==> src/rtl/dcg_pkg.sv <==
package dcg_pkg;

    localparam int FW       = 4;
    localparam int REG_W    = 32;
    localparam int NBANK_DEF = 8;

    localparam logic [2:0] OP_NOP = 3'd0;
    localparam logic [2:0] OP_ACT = 3'd1;
    localparam logic [2:0] OP_RD  = 3'd2;
    localparam logic [2:0] OP_WR  = 3'd3;
    localparam logic [2:0] OP_PRE = 3'd4;
    localparam logic [2:0] OP_REF = 3'd5;

    typedef struct packed {
        logic [FW-1:0] tcwd;       // [31:28]
        logic [FW-1:0] trfc;       // [27:24]
        logic [FW-1:0] twr2rd;     // [23:20]
        logic [FW-1:0] trc_wr_m1;  // [19:16]
        logic [FW-1:0] trc_rd_m1;  // [15:12]
        logic [FW-1:0] trrd;       // [11:8]
        logic [FW-1:0] trp;        // [7:4]
        logic [FW-1:0] trcd;       // [3:0]
    } tcfg_t;

    localparam tcfg_t CFG_RESET = tcfg_t'(32'h1C4A_9243);

    // Value a countdown loads so that a spacing of n cycles is met n cycles later.
    function automatic logic [FW-1:0] gap_load(input logic [FW-1:0] n);
        return (n == '0) ? '0 : n - 1'b1;
    endfunction

    function automatic logic [FW-1:0] dec_sat(input logic [FW-1:0] v);
        return (v == '0) ? '0 : v - 1'b1;
    endfunction

    function automatic logic [FW-1:0] derive_wr2rd(input tcfg_t c);
        int v;
        v = int'(c.trc_wr_m1) + 1 - (int'(c.trcd) + int'(c.tcwd) + 3);
        if (v < 0) v = 0;
        if (v > (1 << FW) - 1) v = (1 << FW) - 1;
        return FW'(v);
    endfunction

endpackage

==> src/rtl/dcg_cfg_reg.sv <==
module dcg_cfg_reg
    import dcg_pkg::*;
#(
    parameter bit USE_DERIVED_WTR = 1'b0
) (
    input  logic             clk,
    input  logic             rst,
    input  logic             we,
    input  logic [REG_W-1:0] wdata,
    output tcfg_t            cfg
);

    tcfg_t cfg_q;

    always_ff @(posedge clk) begin
        if (rst) begin
            cfg_q <= CFG_RESET;
        end else if (we) begin
            cfg_q <= tcfg_t'(wdata);
        end
    end

    generate
        if (USE_DERIVED_WTR) begin : g_derived
            always_comb begin
                cfg        = cfg_q;
                cfg.twr2rd = derive_wr2rd(cfg_q);
            end
        end else begin : g_field
            always_comb cfg = cfg_q;
        end
    endgenerate

endmodule

==> src/rtl/dcg_bank_timer.sv <==
module dcg_bank_timer
    import dcg_pkg::*;
(
    input  logic          clk,
    input  logic          rst,
    input  logic [FW-1:0] trcd,
    input  logic [FW-1:0] trp,
    input  logic [FW-1:0] trc_rd_m1,
    input  logic [FW-1:0] trc_wr_m1,
    input  logic          act_go,
    input  logic          wr_go,
    input  logic          pre_go,
    output logic          act_ok,
    output logic          col_ok
);

    localparam int AGE_W = FW + 1;
    localparam logic [AGE_W-1:0] AGE_MAX = '1;

    logic [FW-1:0]    rcd_q;
    logic [FW-1:0]    rp_q;
    logic [FW-1:0]    lim_rd_q;
    logic [FW-1:0]    lim_wr_q;
    logic [AGE_W-1:0] age_q;
    logic             wr_row_q;
    logic [AGE_W-1:0] need;

    always_ff @(posedge clk) begin
        if (rst) begin
            rcd_q    <= '0;
            rp_q     <= '0;
            lim_rd_q <= '0;
            lim_wr_q <= '0;
            age_q    <= AGE_MAX;
            wr_row_q <= 1'b0;
        end else begin
            rcd_q <= act_go ? gap_load(trcd) : dec_sat(rcd_q);
            rp_q  <= pre_go ? gap_load(trp)  : dec_sat(rp_q);
            if (act_go) begin
                age_q    <= AGE_W'(1);
                lim_rd_q <= trc_rd_m1;
                lim_wr_q <= trc_wr_m1;
                wr_row_q <= 1'b0;
            end else begin
                if (age_q != AGE_MAX) age_q <= age_q + 1'b1;
                if (wr_go) wr_row_q <= 1'b1;
            end
        end
    end

    always_comb begin
        need   = {1'b0, (wr_row_q ? lim_wr_q : lim_rd_q)} + 1'b1;
        act_ok = (rp_q == '0) && (age_q >= need);
        col_ok = (rcd_q == '0);
    end

endmodule

==> src/rtl/dcg_dev_timer.sv <==
module dcg_dev_timer
    import dcg_pkg::*;
#(
    parameter int BANK_W = 3
) (
    input  logic              clk,
    input  logic              rst,
    input  logic [FW-1:0]     trrd,
    input  logic [FW-1:0]     twr2rd,
    input  logic [FW-1:0]     trfc,
    input  logic              act_go,
    input  logic              wr_go,
    input  logic              ref_go,
    input  logic [BANK_W-1:0] bank,
    output logic              act_ok,
    output logic              rd_ok,
    output logic              ref_ok
);

    logic [FW-1:0]     rrd_q;
    logic [FW-1:0]     wtr_q;
    logic [FW-1:0]     rfc_q;
    logic [BANK_W-1:0] last_q;

    always_ff @(posedge clk) begin
        if (rst) begin
            rrd_q  <= '0;
            wtr_q  <= '0;
            rfc_q  <= '0;
            last_q <= '0;
        end else begin
            rrd_q <= act_go ? gap_load(trrd)   : dec_sat(rrd_q);
            wtr_q <= wr_go  ? gap_load(twr2rd) : dec_sat(wtr_q);
            rfc_q <= ref_go ? gap_load(trfc)   : dec_sat(rfc_q);
            if (act_go) last_q <= bank;
        end
    end

    always_comb begin
        ref_ok = (rfc_q == '0);
        act_ok = ((rrd_q == '0) || (bank == last_q)) && ref_ok;
        rd_ok  = (wtr_q == '0);
    end

endmodule

==> src/rtl/dram_cmd_gate.sv <==
module dram_cmd_gate
    import dcg_pkg::*;
#(
    parameter int  NBANK           = NBANK_DEF,
    parameter bit  USE_DERIVED_WTR = 1'b0,
    localparam int BANK_W          = $clog2(NBANK)
) (
    input  logic              clk,
    input  logic              rst,
    input  logic              reg_we,
    input  logic [REG_W-1:0]  reg_wdata,
    input  logic              cmd_valid,
    input  logic [2:0]        cmd_op,
    input  logic [BANK_W-1:0] cmd_bank,
    output logic              cmd_ready,
    output logic              issue_valid,
    output logic [2:0]        issue_op,
    output logic [BANK_W-1:0] issue_bank
);

    tcfg_t cfg;
    logic [NBANK-1:0] bank_act_ok;
    logic [NBANK-1:0] bank_col_ok;
    logic dev_act_ok, dev_rd_ok, dev_ref_ok;
    logic go, go_act, go_wr, go_pre, go_ref;

    dcg_cfg_reg #(.USE_DERIVED_WTR(USE_DERIVED_WTR)) u_cfg (
        .clk   (clk),
        .rst   (rst),
        .we    (reg_we),
        .wdata (reg_wdata),
        .cfg   (cfg)
    );

    assign go     = cmd_valid && cmd_ready;
    assign go_act = go && (cmd_op == OP_ACT);
    assign go_wr  = go && (cmd_op == OP_WR);
    assign go_pre = go && (cmd_op == OP_PRE);
    assign go_ref = go && (cmd_op == OP_REF);

    generate
        for (genvar b = 0; b < NBANK; b++) begin : g_bank
            logic sel;
            assign sel = (cmd_bank == BANK_W'(b));
            dcg_bank_timer u_bank (
                .clk       (clk),
                .rst       (rst),
                .trcd      (cfg.trcd),
                .trp       (cfg.trp),
                .trc_rd_m1 (cfg.trc_rd_m1),
                .trc_wr_m1 (cfg.trc_wr_m1),
                .act_go    (go_act && sel),
                .wr_go     (go_wr && sel),
                .pre_go    (go_pre && sel),
                .act_ok    (bank_act_ok[b]),
                .col_ok    (bank_col_ok[b])
            );
        end
    endgenerate

    dcg_dev_timer #(.BANK_W(BANK_W)) u_dev (
        .clk    (clk),
        .rst    (rst),
        .trrd   (cfg.trrd),
        .twr2rd (cfg.twr2rd),
        .trfc   (cfg.trfc),
        .act_go (go_act),
        .wr_go  (go_wr),
        .ref_go (go_ref),
        .bank   (cmd_bank),
        .act_ok (dev_act_ok),
        .rd_ok  (dev_rd_ok),
        .ref_ok (dev_ref_ok)
    );

    always_comb begin
        case (cmd_op)
            OP_ACT:  cmd_ready = bank_act_ok[cmd_bank] && dev_act_ok;
            OP_RD:   cmd_ready = bank_col_ok[cmd_bank] && dev_rd_ok;
            OP_WR:   cmd_ready = bank_col_ok[cmd_bank];
            OP_REF:  cmd_ready = dev_ref_ok;
            default: cmd_ready = 1'b1;
        endcase
    end

    assign issue_valid = go;
    assign issue_op    = cmd_op;
    assign issue_bank  = cmd_bank;

endmodule

==> config.mk <==
export PLATFORM = sky130hd
export DESIGN_NAME = dram_cmd_gate
export DESIGN_NICKNAME = d
export VERILOG_FILES = /design/src/rtl/dcg_pkg.sv /design/src/rtl/dcg_cfg_reg.sv /design/src/rtl/dcg_bank_timer.sv /design/src/rtl/dcg_dev_timer.sv /design/src/rtl/dram_cmd_gate.sv
export SDC_FILE = /design/constraint.sdc
export NUM_CORES = 1
export LEC_CHECK = 0
export ABC_AREA = 1
export BUFFER_PORTS_ARGS = -buffer_cell sky130_fd_sc_hd__buf_2
export CAP_MARGIN = 30
export CELL_PAD_IN_SITES_DETAIL_PLACEMENT = 1
export CELL_PAD_IN_SITES_GLOBAL_PLACEMENT = 1
export CORE_ASPECT_RATIO = 0.6
export CORE_MARGIN = 10
export CORE_UTILIZATION = 50
export CTS_BUF_LIST = sky130_fd_sc_hd__clkbuf_4 sky130_fd_sc_hd__clkbuf_8
export DETAILED_ROUTE_END_ITERATION = 8
export PLACE_DENSITY_LB_ADDON = 0.1
export RECOVER_POWER = 25
export SYNTH_ARGS = -nofsm -noshare
export SYNTH_HDL_FRONTEND = slang
export SYNTH_SLANG_ARGS = --single-unit
==> constraint.sdc <==
create_clock -name clk -period 7.13 [get_ports clk]
set_input_delay 0.713 -clock clk [delete_from_list [all_inputs] [get_ports clk]]
set_output_delay 0.713 -clock clk [all_outputs]
set_load 0.05 [all_outputs]
## Word level (Yosys, flattened, before mapping)

Cells that the tools add are included.

- Magnitude comparators: 9
- Multiplexer cells: 72
- Reductions and logical operators: 82
- Add/subtract/negate cells: 40
- Equality and inequality tests: 21

Operators by type and width:

| cell | number |
|---|---|
| 4-bit 2-to-1 mux | 51 |
| 4-bit logical NOT | 24 |
| 4-bit by 1-bit subtractor with 4-bit output (second input constant) | 24 |
| 5-bit 2-to-1 mux | 16 |
| 4-bit by 1-bit adder with 5-bit output (second input constant) | 8 |
| 5-bit by 1-bit adder with 5-bit output (second input constant) | 8 |
| 5-bit greater-or-equal comparator | 8 |
| 1-bit logical AND | 40 |
| 5-bit != test (second input constant) | 8 |
| 3-bit == test (second input constant) | 6 |
| 2-bit nonzero test | 8 |
| 2-bit OR reduction | 8 |
| 3-bit by 2-bit == test with 1-bit output (second input constant) | 4 |
| 1-bit binary-select mux with 3-bit select | 2 |
| 3-bit by 1-bit == test with 1-bit output (second input constant) | 2 |
| 3-bit by 4-bit less-than comparator with 1-bit output (second input constant) | 1 |
| 1-bit one-hot mux with 4 select lines | 1 |
| 3-bit == test | 1 |
| 3-bit logical NOT | 1 |
| 1-bit 2-to-1 mux | 2 |
| 1-bit logical OR | 1 |

- Word-level logic and storage cells: 291
- Bits of input ports: 42
- Bits in registers: 219

## Longest topological paths before layout

- Word-level depth: 12
- Mapped depth: 25
- Mapped depth without buffers: 23

## Hierarchy

Synthesis repeated with hierarchy kept, for this count alone.

- Cell total of the unflattened synthesis: 1943
- Area total of the unflattened synthesis: 12814.8 sq um

Modules (own cells, without submodules):

| module | cells each | area each (sq um) | times used |
|---|---|---|---|
| dcg_bank_timer at g_bank[0].u_bank ... | 189 | 1257.5 | 7 |
| dcg_bank_timer at g_bank[7].u_bank | 188 | 1283.7 | 1 |
| dcg_cfg_reg | 180 | 1260.0 | 1 |
| dcg_dev_timer | 143 | 897.1 | 1 |
| dram_cmd_gate | 109 | 571.8 | 1 |

## Worst setup path after synthesis

No wires, ideal clock.

- Path type: register -> output
- From: register g_bank[0].u_bank.wr_row_q
- To: output port issue_valid
- Slack: 3.794 ns
- Arrival: 2.623 ns
- Buffers on the path: 2
- Required time: 6.417 ns
- Cell stages (with the launch flop): 23
- Cell sequence: dfxtp_1 -> clkbuf_1 -> nand2_1 -> o21ai_0 -> inv_1 -> ha_1 -> xnor2_1 -> ha_1 -> inv_1 -> nor2_1 -> nand3_1 -> nand2_1 -> nand2_1 -> nand2_1 -> nand2_1 -> nor2_1 -> nand2_1 -> nand2_1 -> nand2_1 -> nand2_2 -> buf_6 -> nand2_1 -> inv_1

- Longest elaborated chain between the ends: 9

RTL lines:

| element | line | text |
|---|---|---|
| start: declaration | dcg_bank_timer.sv:25 | `logic wr_row_q;` |
| start signal: assignment | dcg_bank_timer.sv:35 | `wr_row_q <= 1'b0;` |
| start signal: assignment | dcg_bank_timer.sv:43 | `wr_row_q <= 1'b0;` |
| start signal: assignment | dcg_bank_timer.sv:46 | `if (wr_go) wr_row_q <= 1'b1;` |
| 4-bit 2-to-1 mux | dcg_bank_timer.sv:52 | `need = {1'b0, (wr_row_q ? lim_wr_q : lim_rd_q)} + 1'b1;` |
| 4-bit by 1-bit adder with 5-bit output | dcg_bank_timer.sv:52 |  |
| 5-bit greater-or-equal comparator | dcg_bank_timer.sv:53 | `act_ok = (rp_q == '0) && (age_q >= need);` |
| 1-bit logical AND | dcg_bank_timer.sv:53 |  |
| 1-bit binary-select mux with 3-bit select | dram_cmd_gate.sv:78 | `OP_ACT: cmd_ready = bank_act_ok[cmd_bank] && dev_act_ok;` |
| 1-bit 2-to-1 mux (not written as such) | dram_cmd_gate.sv:78 |  |
| 1-bit logical AND | dram_cmd_gate.sv:78 |  |
| 1-bit one-hot mux with 4 select lines | dram_cmd_gate.sv:77 | `case (cmd_op)` |
| 1-bit logical AND | dram_cmd_gate.sv:35 | `assign go = cmd_valid && cmd_ready;` |
| end: declaration | dram_cmd_gate.sv:16 | `output logic issue_valid,` |

Every way passes these cells. The select of a mux whose other input is x is not followed.

==> results by group <==
Run status
  – Status: complete, but fails checks
  – Failing checks: capacitance limit, slew limit

Global route
  – First-pass GRT wire length: around 57000 um
  – GRT overflow: 0
  – Number of antenna violations at the first check in global routing: 0
  – Largest net degree at the start of global routing: 73
  – Global-route usage over all layers: 0.223
  – Vias in the first global route: roughly 12000

Setup path
  – Worst R2R Start: g_bank[0].u_bank.wr_row_q
  – Critical Path AT: between 5 and 6 ns
  – Max FO, Critical Path: between 70 and 80
  – Crit. End Element: flip-flop
  – WS Path Type: in -> reg
  – WP data required: 7.50 ns
  – Worst Setup SP: rst
  – Type of origin of the critical path: input port

Floorplan
  – Die H: 139 um
  – FP Rows: 43
  – I/O Pins: 50
  – Die area: 0.0304 mm^2
  – Die width: 219 um
  – Core Box Area: between 0.02 and 0.025 mm^2
  – Initial Utilization: 0.511

Synthesis
  – Ys async rst share: 0
  – Top cells by area, synth: dfxtp_1 (37%), nand2_1 (15%), nor2_1 (10%), inv_1 (6.9%), ha_1 (6.8%)
  – Syn Area/Cell: between 6 and 7 um^2
  – Synth top area share: 0.370
  – Post-synth EDFFs: 0
  – Yosys warns: 0
  – Mapped Area: between 0.01 and 0.015 mm^2
  – Most common cell in the netlist: nand2_1
  – Netlist cell types: 33
  – Synth area leader: dfxtp_1
  – Post-synth top flop: dfxtp_1
  – Sequential area share after synthesis: 0.370
  – Synth Net Count: approximately 1900
  – Post-synthesis instance total: between 1500 and 2000
  – Yosys reg bits: about 220
  – Commonest cells post-synth: nand2_1 (478), nor2_1 (331), dfxtp_1 (219)

Finish
  – Share of post-route cells with drive strength above 1: 0.0685
  – Final net count: 1912
  – Inserted Diodes: 0
  – Layout area overhead: 8.68%

Placed design
  – IO buf count: 45
  – Final GP Congestion: 0.825
  – Hpwl dp: between 20000 and 25000 um
  – Pre-CTS WS: slightly below 3 ns

Routing
  – Pre-Repair DR Iteration Count: 4
  – Routed WL per cell: between 15 and 20 um
  – Final WL: between 30000 and 40000 um
  – # DRC: 0
  – DR vias: 11200
  – DR iter-0 viols: 573
  – Antenna-violating nets left: 0
  – Vias per Instance: between 5 and 6

CTS
  – CTS H-tree depth: 2
  – Clock Tree Buf Depth: 3
  – CTS tree: done
  – Inserted Clock Buffers: 36
  – Root Driver: clkbuf_8
  – Clk slew on worst S/H paths: 0.06 ns
  – Clk Latency, worst-skew pair: about 0.55 ns
  – Setup bufs post-CTS: 0
  – CTS resizes: 0
  – Hold-fix buffer count after cts: 0
  – TritonCTS sink count: 219

Power and ir drop
  – P per Cell Area: around 290 mW/mm^2
  – Peak supply drop: 0.201 mV
  – Lkg Pwr: between 6 and 7 nW

Timing
  – Max Slew Vio Count: around 110
  – Final hold slack: between 0.3 and 0.4 ns
  – Worst Skew: between 0.02 and 0.03 ns
  – Hold Vio Cnt, Final: 0
  – Pin slew with the least headroom to its limit: between 1.5 and 2 ns
  – Max Clk Rate: 0.182 GHz
  – Fin worst setup slack: between 1.5 and 2 ns
  – Setup_tns: 0 ns
  – Worst slew margin: -0.327
  – RSZ-0062 raised after global routing: false
  – Final worst path period share: 0.771
  – Final setup violating endpoints: 0
  – Final critical-path required period: 5.50 ns

Min path
  – HP Start: reg_wdata[26]
  – HP Class: in -> reg

Flow run
  – Maxcap violations: 3
[layout by cell type, fill, tap and decap left out, types with 9 or more instances in the layout]
cell,count
xor2_1,27
ha_1,64
o21a_1,9
nand4_1,23
nand3_1,73
nor3_1,9
and3_1,9
buf_2,38
a21oi_1,87
clkbuf_4,10
nor2_1,331
dfxtp_1,219
clkbuf_8,45
a211oi_1,32
nand2_1,478
inv_1,218
xnor2_1,17
o21ai_0,86
[per-layer routing]
metal,vias up,GRT usage,wire length (um)
met3,35,0.0351,1040
li1,5614,-,-
met2,109,0.373,16000
met4,0,0.0481,374
met5,-,0,0
met1,5439,0.296,16900
[path summary, 6_finish.rpt]
path	endpoint	slack, ns	depth (start not counted)
max	g_bank[5].u_bank.rp_q[2]	1.63	7
min	u_cfg.cfg[26]	0.37	3
min reg2reg	u_dev.rfc_q[3]	0.48	2
max reg2reg	g_bank[4].u_bank.lim_wr_q[2]	2.79	22
[flip-flops by register name, indices dropped and copies added (netlist names)]
register and count:
g_bank.u_bank.wr_row_q 8, g_bank.u_bank.rp_q 32, g_bank.u_bank.lim_wr_q 32, g_bank.u_bank.age_q 40
u_dev.wtr_q 4, u_dev.last_q 3, u_dev.rrd_q 4, g_bank.u_bank.rcd_q 32
u_dev.rfc_q 4, g_bank.u_bank.lim_rd_q 32, u_cfg.cfg 28
[worst max-delay path: stages]
cell and delay, ns:
buf_2 0.07, clkbuf_1 1.41, clkinvlp_2 2.21, buf_16 0.72, buf_4 0.40, o21ai_0 0.19, a21oi_1 0.06
[where the power goes]
group	switching (mW)	leakage [nW]	internal (mW)
Sequential	0.142	1.79	1.35
Clock	0.524	0.374	0.616
Combinational	0.646	4.49	0.430
Total	1.31	6.64	2.39
[stage by stage]
stage               utilization  power (mW)  cells  cell area, um^2
global route              0.555        3.97   2141            12900
detailed placement        0.525        2.58   2083            12200
global placement          0.523        2.47   2080            12100
finish                    0.555        3.70   2141            12900
CTS                       0.556        3.74   2141            12900
floorplan                     -        2.28   1795            11800
[final cells by class]
class,instances,area [um^2]
repair buffers,53,300
flip-flops and latches,219,4380
fillers,3195,10300
well taps,315,394
inverters,225,846
clock inverters,3,20.0
clock buffers,55,694
multi-input cells,1271,6230
[cell families after synthesis]
family                     after synthesis  synth area share
AOI/OAI and AO/OA                      219             0.102
xor gates and xnor gates                44            0.0325
adders and majority gates               64            0.0676
buffers and inverters                  305             0.104
DFF                                    219             0.370
and+or+nand+nor                        944             0.324
No activity file was read; power rests on OpenSTA's default activity.
